==> src/rtl/rx_trig_fifo_pkg.sv <==
package rx_trig_fifo_pkg;

   localparam int unsigned MAX_TRIG = 14;

   // Threshold select decode; the ordering is part of the register contract.
   function automatic int unsigned trig_level(input logic [1:0] sel);
      case (sel)
         2'd0:    return 1;
         2'd1:    return 4;
         2'd2:    return 8;
         default: return MAX_TRIG;
      endcase
   endfunction

endpackage

==> src/rtl/rx_trig_store.sv <==
module rx_trig_store #(
   parameter int unsigned DATA_W = 8,
   parameter int unsigned DEPTH  = 16,
   localparam int unsigned PTR_W = (DEPTH > 1) ? $clog2(DEPTH) : 1
) (
   input  logic              clk,
   input  logic              rst_n,
   input  logic              clr,
   input  logic              push,
   input  logic              pop,
   input  logic [DATA_W-1:0] wdata,
   output logic [DATA_W-1:0] tail_data
);

   logic [DATA_W-1:0] mem [DEPTH];
   logic [PTR_W-1:0]  head_q, tail_q;
   logic [PTR_W-1:0]  head_inc, tail_inc;

   localparam bit POW2 = (DEPTH == (1 << PTR_W));

   generate
      if (POW2) begin : g_wrap_natural
         assign head_inc = head_q + 1'b1;
         assign tail_inc = tail_q + 1'b1;
      end else begin : g_wrap_compare
         assign head_inc = (head_q == PTR_W'(DEPTH - 1)) ? '0 : head_q + 1'b1;
         assign tail_inc = (tail_q == PTR_W'(DEPTH - 1)) ? '0 : tail_q + 1'b1;
      end
   endgenerate

   always_ff @(posedge clk or negedge rst_n) begin
      if (!rst_n) begin
         head_q <= '0;
         tail_q <= '0;
      end else if (clr) begin
         head_q <= '0;
         tail_q <= '0;
      end else begin
         if (push) head_q <= head_inc;
         if (pop)  tail_q <= tail_inc;
      end
   end

   always_ff @(posedge clk) begin
      if (push && !clr) mem[head_q] <= wdata;
   end

   assign tail_data = mem[tail_q];

   a_r2_ptr_range: assert property (@(posedge clk) disable iff (!rst_n)
      (head_q < PTR_W'(DEPTH)) || POW2);

endmodule

==> src/rtl/rx_trig_timer.sv <==
module rx_trig_timer #(
   parameter int unsigned LIMIT = 15,
   localparam int unsigned CNT_W = $clog2(LIMIT + 1)
) (
   input  logic clk,
   input  logic rst_n,
   input  logic restart,
   input  logic cancel,
   input  logic tick,
   output logic expire
);

   logic             armed_q;
   logic [CNT_W-1:0] ticks_q;
   logic             last_tick;

   assign last_tick = (ticks_q == CNT_W'(LIMIT - 1));
   assign expire    = armed_q && tick && last_tick && !restart && !cancel;

   always_ff @(posedge clk or negedge rst_n) begin
      if (!rst_n) begin
         armed_q <= 1'b0;
         ticks_q <= '0;
      end else if (restart) begin
         armed_q <= 1'b1;
         ticks_q <= '0;
      end else if (cancel) begin
         armed_q <= 1'b0;
         ticks_q <= '0;
      end else if (armed_q && tick) begin
         if (last_tick) begin
            armed_q <= 1'b0;
            ticks_q <= '0;
         end else begin
            ticks_q <= ticks_q + 1'b1;
         end
      end
   end

   a_r7_count_range: assert property (@(posedge clk) disable iff (!rst_n)
      armed_q |-> (ticks_q < CNT_W'(LIMIT)));
   a_r7_idle_zero: assert property (@(posedge clk) disable iff (!rst_n)
      !armed_q |-> (ticks_q == '0));
   a_r12_cancel_stops: assert property (@(posedge clk) disable iff (!rst_n)
      (cancel && !restart) |=> !expire);

endmodule

==> src/rtl/rx_trig_fifo.sv <==
module rx_trig_fifo #(
   parameter int unsigned DATA_W    = 8,
   parameter int unsigned DEPTH     = 16,
   parameter int unsigned TMO_CHARS = 15,
   localparam int unsigned CNT_W    = $clog2(DEPTH + 1)
) (
   input  logic              clk,
   input  logic              rst_n,
   input  logic              rx_en,
   input  logic              in_valid,
   input  logic [DATA_W-1:0] in_data,
   input  logic              char_tick,
   input  logic              rd_strobe,
   output logic [DATA_W-1:0] rd_data,
   output logic [CNT_W-1:0]  fill_count,
   input  logic              fifo_clr,
   input  logic [1:0]        trig_sel,
   input  logic              rx_irq_en,
   output logic              data_full,
   output logic              rx_irq
);
   import rx_trig_fifo_pkg::*;

   generate
      if (DEPTH < MAX_TRIG) begin : g_bad_depth
         $error("DEPTH must cover the largest threshold");
      end
      if (TMO_CHARS < 2) begin : g_bad_tmo
         $error("TMO_CHARS must be at least 2");
      end
   endgenerate

   logic [CNT_W-1:0]  count_q, cnt_nxt, lvl;
   logic              push, pop, expire;
   logic              flag_q, irq_q;
   logic              hit, flag_set, flag_drop;
   logic [DATA_W-1:0] tail_data;

   assign lvl     = CNT_W'(trig_level(trig_sel));
   assign push    = in_valid && rx_en && !fifo_clr && (count_q < CNT_W'(DEPTH));
   assign pop     = rd_strobe && !fifo_clr && (count_q != '0);
   assign cnt_nxt = count_q + CNT_W'(push) - CNT_W'(pop);

   assign hit       = push && (cnt_nxt >= lvl);
   assign flag_set  = hit || expire;
   assign flag_drop = pop && (cnt_nxt < lvl) && !flag_set;

   rx_trig_store #(.DATA_W(DATA_W), .DEPTH(DEPTH)) u_store (
      .clk      (clk),
      .rst_n    (rst_n),
      .clr      (fifo_clr),
      .push     (push),
      .pop      (pop),
      .wdata    (in_data),
      .tail_data(tail_data)
   );

   rx_trig_timer #(.LIMIT(TMO_CHARS)) u_timer (
      .clk    (clk),
      .rst_n  (rst_n),
      .restart(push && (cnt_nxt < lvl)),
      .cancel (fifo_clr || (hit && rx_irq_en)),
      .tick   (char_tick),
      .expire (expire)
   );

   always_ff @(posedge clk or negedge rst_n) begin
      if (!rst_n) begin
         count_q <= '0;
         flag_q  <= 1'b0;
         irq_q   <= 1'b0;
      end else if (fifo_clr) begin
         count_q <= '0;
         flag_q  <= 1'b0;
         irq_q   <= 1'b0;
      end else begin
         count_q <= cnt_nxt;
         if (flag_set)       flag_q <= 1'b1;
         else if (flag_drop) flag_q <= 1'b0;
         if (!rx_irq_en)     irq_q <= 1'b0;
         else if (flag_set)  irq_q <= 1'b1;
         else if (flag_drop) irq_q <= 1'b0;
      end
   end

   assign rd_data    = (count_q != '0) ? tail_data : '0;
   assign fill_count = count_q;
   assign data_full  = flag_q;
   assign rx_irq     = irq_q;

   a_r3_no_overflow: assert property (@(posedge clk) disable iff (!rst_n)
      count_q <= CNT_W'(DEPTH));
   a_r3_full_hold: assert property (@(posedge clk) disable iff (!rst_n)
      (count_q == CNT_W'(DEPTH) && !rd_strobe && !fifo_clr) |=> (count_q == CNT_W'(DEPTH)));
   a_r4_disabled_hold: assert property (@(posedge clk) disable iff (!rst_n)
      (!rx_en && !rd_strobe && !fifo_clr) |=> $stable(count_q));
   a_r8_irq_gate: assert property (@(posedge clk) disable iff (!rst_n)
      !rx_irq_en |=> !rx_irq);
   a_r9_clear: assert property (@(posedge clk) disable iff (!rst_n)
      fifo_clr |=> (count_q == '0 && !data_full && !rx_irq));
   a_r10_empty_read: assert property (@(posedge clk) disable iff (!rst_n)
      (count_q == '0 && !in_valid && !fifo_clr) |=> (count_q == '0 && rd_data == '0));
   a_r11_pushpop: assert property (@(posedge clk) disable iff (!rst_n)
      (push && pop) |=> $stable(count_q));
   a_r5_flag_at_level: assert property (@(posedge clk) disable iff (!rst_n)
      (in_valid && rx_en && !fifo_clr && !rd_strobe && count_q < CNT_W'(DEPTH)
       && count_q + 1'b1 >= lvl) |=> data_full);

endmodule

==> config.mk <==
export PLATFORM = sky130hd
export DESIGN_NAME = rx_trig_fifo
export DESIGN_NICKNAME = d
export VERILOG_FILES = /design/src/rtl/rx_trig_fifo_pkg.sv /design/src/rtl/rx_trig_store.sv /design/src/rtl/rx_trig_timer.sv /design/src/rtl/rx_trig_fifo.sv
export SDC_FILE = /design/constraint.sdc
export NUM_CORES = 1
export LEC_CHECK = 0
export BUFFER_PORTS_ARGS = -buffer_cell sky130_fd_sc_hd__buf_4
export CAP_MARGIN = 20
export CORE_MARGIN = 2
export CORE_UTILIZATION = 45
export DETAILED_ROUTE_END_ITERATION = 10
export PLACE_DENSITY = 0.58
export SKIP_LAST_GASP = 1
export SLEW_MARGIN = 20
export SYNTH_ARGS = -nofsm -noshare
export SYNTH_HDL_FRONTEND = slang
export SYNTH_HIERARCHICAL = 1
export SYNTH_SLANG_ARGS = --single-unit
==> constraint.sdc <==
create_clock -name clk -period 10.9 [get_ports clk]
set_input_delay 1.09 -clock clk [delete_from_list [all_inputs] [get_ports clk]]
set_output_delay 1.09 -clock clk [all_outputs]
set_load 0.02 [all_outputs]
==> results of run 1 <==
-- power breakdown --
group          leakage [nW]  internal, W  switching [W]
logic                 0.898     0.000159       0.000184
registers              1.42     0.000630      0.0000238
clock network         0.288     0.000380       0.000217
total                  2.61      0.00117       0.000424
-- flip-flops by register name (all words and copies together) (netlist names) --
register         count
u_store/mem        128
fill_count           5
u_store/head_q       4
u_store/tail_q       4
u_timer/ticks_q      4
data_full            1
rx_irq               1
u_timer/armed_q      1
-- placed cells by master, fill, tap and decap left out, drive strengths merged, types with 2 or more instances in the layout --
master and count:
nor2 21, edfxtp 128, nand2b 4, mux2i 2, nor3b 3, buf 35
o21ai 2, inv 18, a22oi 16, clkinvlp 3, nor2b 9, and3 3
dfrtp 20, nand3 7, a21oi 6, mux4 32, nand4 3, clkinv 5
a31o 2, bufinv 4, xnor2 5, and2b 5, xor2 6, ha 17
nand2 21, a21o 2, nor3 10, or3 3, clkbuf 17, a31oi 2
-- final timing paths --
| path | startpoint | endpoint | slack, ns | cells after the start |
|---|---|---|---|---|
| min reg2reg | data_full$_DFFE_PN0P_ | data_full$_DFFE_PN0P_ | 0.55 | 2 |
| max in group asynchronous | rst_n | u_store/tail_q[0]$_DFFE_PN0P_ | 10.11 | 1 |
| max | fifo_clr | rx_irq$_DFFE_PN0P_ | 5.99 | 20 |
| max reg2reg | fill_count[3]$_DFF_PN0_ | rx_irq$_DFFE_PN0P_ | 6.04 | 20 |
| min | rst_n | u_timer/ticks_q[2]$_DFFE_PN0P_ | 0.55 | 1 |
| min in group clk | data_full$_DFFE_PN0P_ | data_full$_DFFE_PN0P_ | 0.55 | 2 |
-- cell families after synthesis --
family,Yosys count
mux,34
flops,148
compound gates,33
fa+ha+maj,18
buf+inv,32
simple gates,94
xor+xnor,11
-- stage by stage --
step	hold slack [ns]	instance area (um^2)	total power, W	std cells	utilization, %
after global placement	0.533	6810	0.00101	569	49.1
after floorplan	0.537	6400	0.000915	370	-
after CTS	0.537	7420	0.00161	600	53.5
after detailed placement	0.542	6810	0.00101	569	49.1
final	0.550	7420	0.00159	600	53.5
after global routing	0.549	7420	0.00167	600	53.5
-- routing by layer --
metal	part of all wire [%]	track usage, %	routed length (um)	vias to the layer above
met5	0	0	0	-
met4	1.6	7.67	199	0
met3	3.6	4.06	452	16
met2	49	28.5	6110	56
met1	46	24.6	5750	1685
li1	-	-	-	1520
-- final cells by class --
class,count,area [um^2],share of cell area [%]
Sequential cell,148,4350,58.5
Inverter,16,60.1,0.809
Tap cell,180,225,3.03
Clock buffer,17,425,5.73
Clock inverter,14,185,2.49
Multi-Input combinational cell,190,1920,25.9
Timing Repair Buffer,35,263,3.54
-- critical path, delay by kind of cell --
kind,cells,cell delay [ns]
AO/OA/AOI/OAI,4,0.75
XOR/XNOR,1,0.21
adder cells (fa/ha/maj),4,1.11
buffers and inverters,4,0.42
AND/OR/NAND/NOR,7,1.65
==> out/results.tsv, run 1 <==
stage	metric	value	unit
yosys	post-synth net total	406	
status	status	finished, final reports clean	
clock_tree	root buf cell	clkbuf_16	
yosys	Yosys cell types	46	
timing	period utilisation layout	45.0	%
worst_setup_path	CP Max Fanout	26	
clock_tree	Post-CTS Repair Setup Buffers	0	
timing	fmax	204	MHz
floorplan	die area	15200	um^2
yosys	synthesized area per cell	17.3	um^2
routing	DR vias	3277	
clock_tree	# H-tree levels	4	
yosys	synthesis-stage register bit count	148	
clock_tree	CTS resizes	0	
routing	via density per instance	5.46	
routing	DR DRC count	0	
layout	Filler cells	1148	
clock_tree	Num CTS Buffers	17	
power	P_leak	2.61	nW
place	Place WS	5.57	ns
floorplan	Core Region	13900	um^2
worst_setup_path	Largest stage delay, worst path	0.47	ns
yosys	Synth Area in XOR/XNOR	1.62	%
routing	DR iter-0 viols	195	
yosys	largest area contributor in the netlist	edfxtp_1	
yosys	Post-synth EDFFs	128	
floorplan	die width	123	um
global_routing	gr usage total	18.2	%
yosys	part of the Yosys area used for sequential elements	67.8	%
floorplan	starting density of the core	46.1	%
yosys	largest family of logic cells by synthesized area	multiplexers	
clock_tree	Clock Path Buffers	2	
routing	DRT Wirelength	12500	um
worst_setup_path	critical path endpoint category	register	
yosys	top post-synthesis cells by count	edfxtp_1, nor2_1, dfrtp_1, nand2_1, mux4_2	
timing	clk_skew	0.00915	ns
yosys	proportion of synthesized area in mux cells	12.3	%
place	routability cong.	0.809	
power	power density over the cells	215	nW/um^2
timing	pins over their slew limit	0	
global_routing	pin count of the biggest net entering global routing	27	
min_path	HP Class	in2async	
place	Port Buffers	32	
global_routing	first-pass GRT wire length	19100	um
clock_tree	CTS tree	yes	
layout	Nets	444	
worst_setup_path	WS Path Type	in2reg	
floorplan	Die Ht	123	um
routing	DRT Pass-1 Iters	4	
clock_tree	clk_lat worst skew	0.42	ns
yosys	commonest register cell after synthesis	edfxtp_1	
timing	worst slew pin tran	0.985	ns
layout	share of post-route cells with drive strength above 1	23.8	%
routing	count of antenna-violating nets left after detailed routing	0	
place	Detail Placement HPWL	7840	um
yosys	yosys warns	6	
clock_tree	clock-pin slew on the worst setup and hold paths	0.06	ns
worst_setup_path	crit-path cells	buf_4, nor2_1, and3_1, inv_1, ha_1, inv_1, ha_1, inv_1, fa_1, xnor2_1, ha_1, and4b_1, a211oi_4, nand3_1, a31o_1, or2_2, nor3_1, nand3b_1, o22ai_1, a21oi_1	
global_routing	vias in the first global route	3283	
timing	unrepaired setup endpoints after global routing	false	
global_routing	initial antenna violation count	0	
timing	setup violators final	0	
yosys	cells after synthesis	370	
global_routing	Overflow after GRT	0	
yosys	compound-gate portion of the synthesized area	3.79	%
floorplan	Cell Rows	43	
yosys	Area contributors post-synth	edfxtp_1, dfrtp_1, mux4_2	
worst_setup_path	Slowest cell on crit path	and3_1	
worst_setup_path	worst path required time	11.24	ns
layout	n_diodes	0	
timing	Final Hold Viols	0	
yosys	Post-Synth Adder-Cell Area	3.63	%
clock_tree	hold-fix buffers at CTS	0	
yosys	cell with the most instances after synthesis	edfxtp_1	
worst_setup_path	crit path DAT	5.25	ns
timing	Max-slew headroom	34.1	%
timing	Fin Setup TNS	0	ns
yosys	top-area cell type share of the netlist area	60.0	%
routing	WL/cell	20.9	um
power	Max VDD drop	0.0000974	V
floorplan	I/O pin cnt	33	
clock_tree	clock sinks	148	
timing	final worst slack	5.99	ns
yosys	cell area after synthesis	6400	um^2
layout	synth-to-layout area growth	15.9	%
worst_setup_path	Critical Path Start Type	input port	
timing	min cycle time layout	4.91	ns
flow_run	max_cap viols	0	
yosys	Synth Area in Simple Gates	7.91	%
yosys	asr flop ratio synth	13.5	%
No activity file was read; power rests on OpenSTA's default activity.
==> run 2, diff against run 1 <==
ABC_AREA = 1   (was default)
PLACE_DENSITY = 0.57   (was 0.58)
clock period = 4.52 ns   (was 10.9 ns; I/O delays follow)
==> run 2 against run 1 <==
Compared with the run above:
- die area up 9.3%
- register-to-register slack got worse by 5.4 ns
- global-route usage up 2.0 points
- area after synthesis rose by 9.6%
- sequential power grew 140%
- via count is 48% higher
- clock skew fell by 0.0046 ns
- final cell count up 61%
- synthesized cell count up 97%
- clock power rose by 130%
- worst hold slack worse by 0.26 ns
- critical path type is now reg2reg
- largest power group unchanged
- highest routed layer unchanged
==> out/results.tsv, run 2 <==
stage	metric	value	unit
yosys	cell with the most instances after synthesis	nand2_1	
worst_setup_path	Slowest cell on crit path	dfrtp_1	
routing	count of antenna-violating nets left after detailed routing	0	
global_routing	gr usage total	20.2	%
min_path	Min-Delay Startpoint	fifo_clr	
power	total power	0.00394	W
layout	synth-to-layout area growth	13.8	%
worst_setup_path	WS Path Type	reg2reg	
global_routing	pin count of the biggest net entering global routing	68	
layout	share of post-route cells with drive strength above 1	12.4	%
global_routing	first-pass GRT wire length	24800	um
worst_setup_path	crit path DAT	4.25	ns
global_routing	Overflow after GRT	0	
worst_setup_path	FF-to-FF Start	fill_count[2]$_DFF_PN0_	
yosys	synthesized area per cell	9.61	um^2
worst_setup_path	reg2reg end	rx_irq$_DFFE_PN0P_	
worst_setup_path	Largest stage delay, worst path	0.38	ns
yosys	compound-gate portion of the synthesized area	1.14	%
yosys	top post-synthesis cells by count	nand2_1, inv_1, edfxtp_1	
global_routing	vias in the first global route	4664	
layout	most frequent cells in the layout	nand2_1, inv_1, edfxtp_1	
yosys	largest area contributor in the netlist	edfxtp_1	
timing	setup violators final	0	
layout	Filler cells	1407	
routing	WL/cell	16.1	um
yosys	largest family of logic cells by synthesized area	simple AND/OR/NAND/NOR gates	
place	Port Buffers	32	
timing	min cycle time layout	3.88	ns
clock_tree	clk_lat worst skew	0.42	ns
min_path	HP Class	in2reg	
clock_tree	# H-tree levels	4	
layout	largest register by flop count	u_store/mem	
yosys	commonest register cell after synthesis	edfxtp_1	
clock_tree	hold-fix buffers at CTS	1	
clock_tree	clock sinks	148	
yosys	part of the Yosys area used for sequential elements	61.9	%
timing	worst hold margin	0.289	ns
yosys	Post-Synth Adder-Cell Area	3.32	%
yosys	proportion of synthesized area in mux cells	0	%
routing	DR vias	4845	
layout	most common cell after layout, fill and taps aside	nand2_1	
yosys	cells after synthesis	730	
yosys	Synth Area in XOR/XNOR	0.125	%
clock_tree	Clock Path Buffers	2	
timing	period utilisation layout	85.9	%
place	Cells after DPL	930	
floorplan	Die Ht	129	um
floorplan	die width	129	um
routing	DR DRC count	0	
yosys	Post-synth EDFFs	128	
floorplan	Core Region	15200	um^2
worst_setup_path	CP Capture Point	rx_irq$_DFFE_PN0P_	
clock_tree	root buf cell	clkbuf_16	
power	P_leak	3.58	nW
worst_setup_path	Critical Path Start Type	register	
floorplan	die area	16600	um^2
timing	fmax	257	MHz
timing	unrepaired setup endpoints after global routing	false	
worst_setup_path	Worst R2R Path Depth	28	
worst_setup_path	Reg2Reg Setup Slack	0.64	ns
clock_tree	Num CTS Buffers	17	
flow_run	max_cap viols	0	
place	routability cong.	0.828	
worst_setup_path	worst path required time	4.88	ns
worst_setup_path	CP Max Fanout	9	
timing	Final Hold Viols	0	
routing	via density per instance	5.03	
floorplan	Cell Rows	45	
yosys	synthesis-stage register bit count	148	
global_routing	initial antenna violation count	0	
yosys	top-area cell type share of the netlist area	54.8	%
floorplan	I/O pin cnt	33	
timing	Fin Setup TNS	0	ns
routing	DR iter-0 viols	326	
clock_tree	clock-pin slew on the worst setup and hold paths	0.06	ns
worst_setup_path	Worst Setup SP	fill_count[2]$_DFF_PN0_	
clock_tree	CTS resizes	0	
place	Detail Placement HPWL	9570	um
status	status	finished, final reports clean	
floorplan	starting density of the core	46.2	%
worst_setup_path	critical path endpoint category	register	
worst_setup_path	most frequent CP cell	inv_1	
layout	n_diodes	0	
yosys	cell area after synthesis	7020	um^2
timing	pins over their slew limit	0	
yosys	Yosys cell types	30	
yosys	yosys warns	6	
power	Max VDD drop	0.000258	V
routing	DRT Pass-1 Iters	5	
clock_tree	Post-CTS Repair Setup Buffers	0	
timing	Max-slew headroom	30.7	%
yosys	post-synth net total	766	
clock_tree	CTS tree	yes	
timing	worst slew pin tran	1.04	ns
layout	Nets	798	
layout	Largest register FFs	128	
timing	clk_skew	0.00455	ns
routing	DRT Wirelength	15500	um
yosys	Area contributors post-synth	edfxtp_1, nand2_1, nand3_1	
yosys	asr flop ratio synth	13.5	%
yosys	Synth Area in Simple Gates	23.9	%
power	power density over the cells	494	nW/um^2
layout	Layout Cells excl Fill	963	
-- run 2: cell count changes after synthesis, sizes merged, moves of 8 or more --
cell | previous run | this run
buf | 8 | 22
mux4 | 32 | 0
nand2 | 21 | 215
nand3 | 7 | 110
inv | 16 | 144
nor2b | 9 | 0
nor3 | 10 | 2
nor2 | 21 | 48
a22oi | 16 | 0
-- run 2: critical path, delay by kind of cell, from the launching register on --
| family | cells | cell delay [ns] |
|---|---|---|
| DFF | 1 | 0.38 |
| buffers and inverters | 8 | 0.58 |
| and+or+nand+nor | 14 | 1.41 |
| AOI/OAI and AO/OA | 1 | 0.11 |
| adders and majority gates | 5 | 1.34 |
-- run 2: logic make-up (layout without fill, tap and decap cells) --
kind of cell | Yosys count | after routing
AOI/OAI and AO/OA | 15 | 15
xor gates and xnor gates | 1 | 1
adders and majority gates | 18 | 18
buffers and inverters | 169 | 214
DFF | 148 | 148
and+or+nand+nor | 379 | 379
-- run 2: layout make-up --
cell class	count	area (um^2)	area share [%]
clock buffer	18	429	5.37
multi-input combinational	413	2000	25.0
tap	188	235	2.94
clock inverter	14	153	1.91
sequential	148	4350	54.4
inverter	145	546	6.83
timing repair buffer	37	280	3.51
-- run 2: how the worst min path moves through the flow --
| stage | slack [ns] | cells past startpoint | to |
|---|---|---|---|
| final | 0.29 | 2 | fill_count[4]$_DFF_PN0_ |
| after detailed placement | 0.35 | 1 | fill_count[2]$_DFF_PN0_ |
| after CTS | 0.27 | 2 | fill_count[4]$_DFF_PN0_ |
| after global routing | 0.29 | 2 | fill_count[4]$_DFF_PN0_ |
| after floorplan | 0.16 | 0 | data_full$_DFFE_PN0P_ |
| after global placement | 0.35 | 1 | fill_count[4]$_DFF_PN0_ |
-- run 2: metal layers --
metal  wire length [um]  up-vias  global-route usage [%]
li1                   -     2394                       -
met1               7170     2316                    28.1
met2               7320      115                    31.7
met3                817       20                    4.20
met4                223        0                    7.16
met5                  0        -                       0
-- run 2: power breakdown --
part / internal, W / total (W) / switching, W / leakage, nW
clock: 0.000819 / 0.00139 / 0.000568 / 0.276
sequential: 0.00152 / 0.00154 / 0.0000276 / 1.42
combinational: 0.000354 / 0.00101 / 0.000659 / 1.88
total: 0.00269 / 0.00394 / 0.00126 / 3.58
-- run 2: through the flow --
| stage | setup slack (ns) | utilization [%] | cell area [um^2] |
|---|---|---|---|
| after floorplan | 0.926 | - | 7020 |
| after global placement | 0.861 | 48.7 | 7400 |
| after detailed placement | 0.646 | 48.7 | 7400 |
| after CTS | 0.620 | 52.5 | 7990 |
| after global routing | 0.235 | 52.6 | 7990 |
| final | 0.635 | 52.6 | 7990 |
==> run 3, diff against run 2 <==
CORE_MARGIN = default   (was 2)
==> run 3 against run 2 <==
Compared with the run above:
- clock skew grew 0.0015 ns
- wire length increased by 0.46%
- critical path depth unchanged
- flip-flop and latch count did not move
- critical path type unchanged
- global-route usage grew 0.51 points
- count of clock-buffer cells in the layout stayed put
- highest routed layer unchanged
- register-to-register slack improved by 0.06 ns
- largest power group unchanged
==> out/results.tsv, run 3 (synthesized netlist as in run 2, its figures left out) <==
stage	metric	value	unit
global_routing	pin count of the biggest net entering global routing	68	
floorplan	I/O pin cnt	33	
routing	DR DRC count	0	
routing	DR iter-0 viols	395	
global_routing	first-pass GRT wire length	24300	um
power	power density over the cells	496	nW/um^2
clock_tree	# H-tree levels	4	
timing	pins over their slew limit	0	
timing	min cycle time layout	3.83	ns
floorplan	Cell Rows	45	
clock_tree	clock-pin slew on the worst setup and hold paths	0.06	ns
layout	post-route cell area	7960	um^2
worst_setup_path	Critical Path Start Type	register	
global_routing	Overflow after GRT	0	
worst_setup_path	CP Max Fanout	9	
global_routing	initial antenna violation count	0	
place	dpl cell area	7380	um^2
power	P_leak	3.57	nW
timing	setup violators final	0	
layout	largest register by flop count	u_store/mem	
layout	Nets	796	
flow_run	max_cap viols	0	
worst_setup_path	Reg2Reg Setup Slack	0.69	ns
routing	count of antenna-violating nets left after detailed routing	0	
worst_setup_path	critical path endpoint category	register	
layout	most frequent cells in the layout	nand2_1, inv_1, edfxtp_1	
routing	via density per instance	4.99	
timing	clk_skew	0.00604	ns
worst_setup_path	Slowest cell on crit path	dfrtp_1	
routing	DRT Wirelength	15600	um
place	routability cong.	0.826	
layout	share of post-route cells with drive strength above 1	11.7	%
routing	DR vias	4790	
clock_tree	Num CTS Buffers	17	
worst_setup_path	crit path DAT	4.19	ns
worst_setup_path	WS Path Type	reg2reg	
routing	DRT Pass-1 Iters	5	
clock_tree	CTS tree	yes	
floorplan	starting density of the core	46.2	%
floorplan	Core Region	15200	um^2
clock_tree	Clock Path Buffers	2	
timing	Final Hold Viols	0	
worst_setup_path	crit path buf inv count	8	
timing	period utilisation layout	84.7	%
timing	worst slew pin tran	0.957	ns
status	status	finished, final reports clean	
clock_tree	clock sinks	148	
worst_setup_path	worst path required time	4.88	ns
layout	synth-to-layout area growth	13.4	%
min_path	HP Class	in2reg	
floorplan	die width	127	um
timing	unrepaired setup endpoints after global routing	false	
floorplan	Die Ht	127	um
place	Detail Placement HPWL	9630	um
floorplan	die area	16100	um^2
worst_setup_path	Crit path max-delay family	simple AND/OR/NAND/NOR gates	
place	Port Buffers	32	
power	Max VDD drop	0.000257	V
layout	Largest register FFs	128	
timing	fmax	261	MHz
clock_tree	root buf cell	clkbuf_16	
timing	Max-slew headroom	36.2	%
worst_setup_path	Largest stage delay, worst path	0.38	ns
global_routing	vias in the first global route	4533	
clock_tree	clk_lat worst skew	0.42	ns
routing	WL/cell	16.3	um
layout	most common cell after layout, fill and taps aside	nand2_1	
worst_setup_path	most frequent CP cell	inv_1	
global_routing	gr usage total	20.7	%
timing	Fin Setup TNS	0	ns
-- run 3: worst register-to-register path, delay by kind of cell, from the launching register on --
family / cells / cell delay (ns)
flip-flops: 1 / 0.38
AO/OA/AOI/OAI: 1 / 0.11
AND/OR/NAND/NOR: 14 / 1.37
adder cells (fa/ha/maj): 5 / 1.31
buffers and inverters: 8 / 0.60
-- run 3: metal layers --
| layer | share of wire [%] | track usage [%] | up-vias | wire [um] |
|---|---|---|---|---|
| met1 | 45 | 28.0 | 2235 | 7060 |
| li1 | - | - | 2378 | - |
| met2 | 46 | 32.5 | 146 | 7190 |
| met4 | 2.5 | 8.96 | 0 | 395 |
| met5 | 0 | 0 | - | 0 |
| met3 | 6.0 | 4.18 | 31 | 941 |
-- run 3: what timing repair did --
| item | CTS | global route |
|---|---|---|
| setup endpoints to repair | 0 | 0 |
| setup buffers | 0 | 0 |
| hold endpoints to repair | 20 | 0 |
| hold buffers | 1 | 0 |
| gates resized for setup | 0 | 0 |
-- run 3: area by class of cell --
type | instances | area, um^2
Antenna cell | 1 | 2.50
Clock buffer | 18 | 429
Clock inverter | 11 | 136
Fill cell | 1407 | 7240
Inverter | 145 | 546
Multi-Input combinational cell | 413 | 2000
Sequential cell | 148 | 4350
Tap cell | 188 | 235
Timing Repair Buffer | 35 | 265
-- run 3: where the power goes --
part | internal [W] | switching [W] | total, W
registers | 0.00152 | 0.0000283 | 0.00155
logic | 0.000351 | 0.000676 | 0.00103
clock network | 0.000853 | 0.000520 | 0.00137
-- run 3: path summary, 6_finish.rpt --
path                                              from                             to  cells past startpoint
max                            fill_count[2]$_DFF_PN0_             rx_irq$_DFFE_PN0P_                     28
min                                           fifo_clr        fill_count[4]$_DFF_PN0_                      2
max reg2reg                    fill_count[2]$_DFF_PN0_             rx_irq$_DFFE_PN0P_                     28
min reg2reg                u_timer/armed_q$_DFFE_PN0P_    u_timer/armed_q$_DFFE_PN0P_                      2
max in group asynchronous                        rst_n  u_store/tail_q[0]$_DFFE_PN0P_                      2
min in group asynchronous                        rst_n  u_store/tail_q[3]$_DFFE_PN0P_                      2
-- run 3: metrics by stage --
step	instances	power [W]	utilization [%]	setup slack (ns)	hold WS, ns
2_1_floorplan	730	0.00231	-	0.926	0.156
3_3_place_gp	928	0.00258	48.6	0.875	0.348
3_5_place_dp	928	0.00260	48.6	0.703	0.355
4_1_cts	958	0.00397	52.3	0.665	0.273
5_1_grt	958	0.00414	52.3	0.328	0.280
6_report	959	0.00395	52.4	0.690	0.286
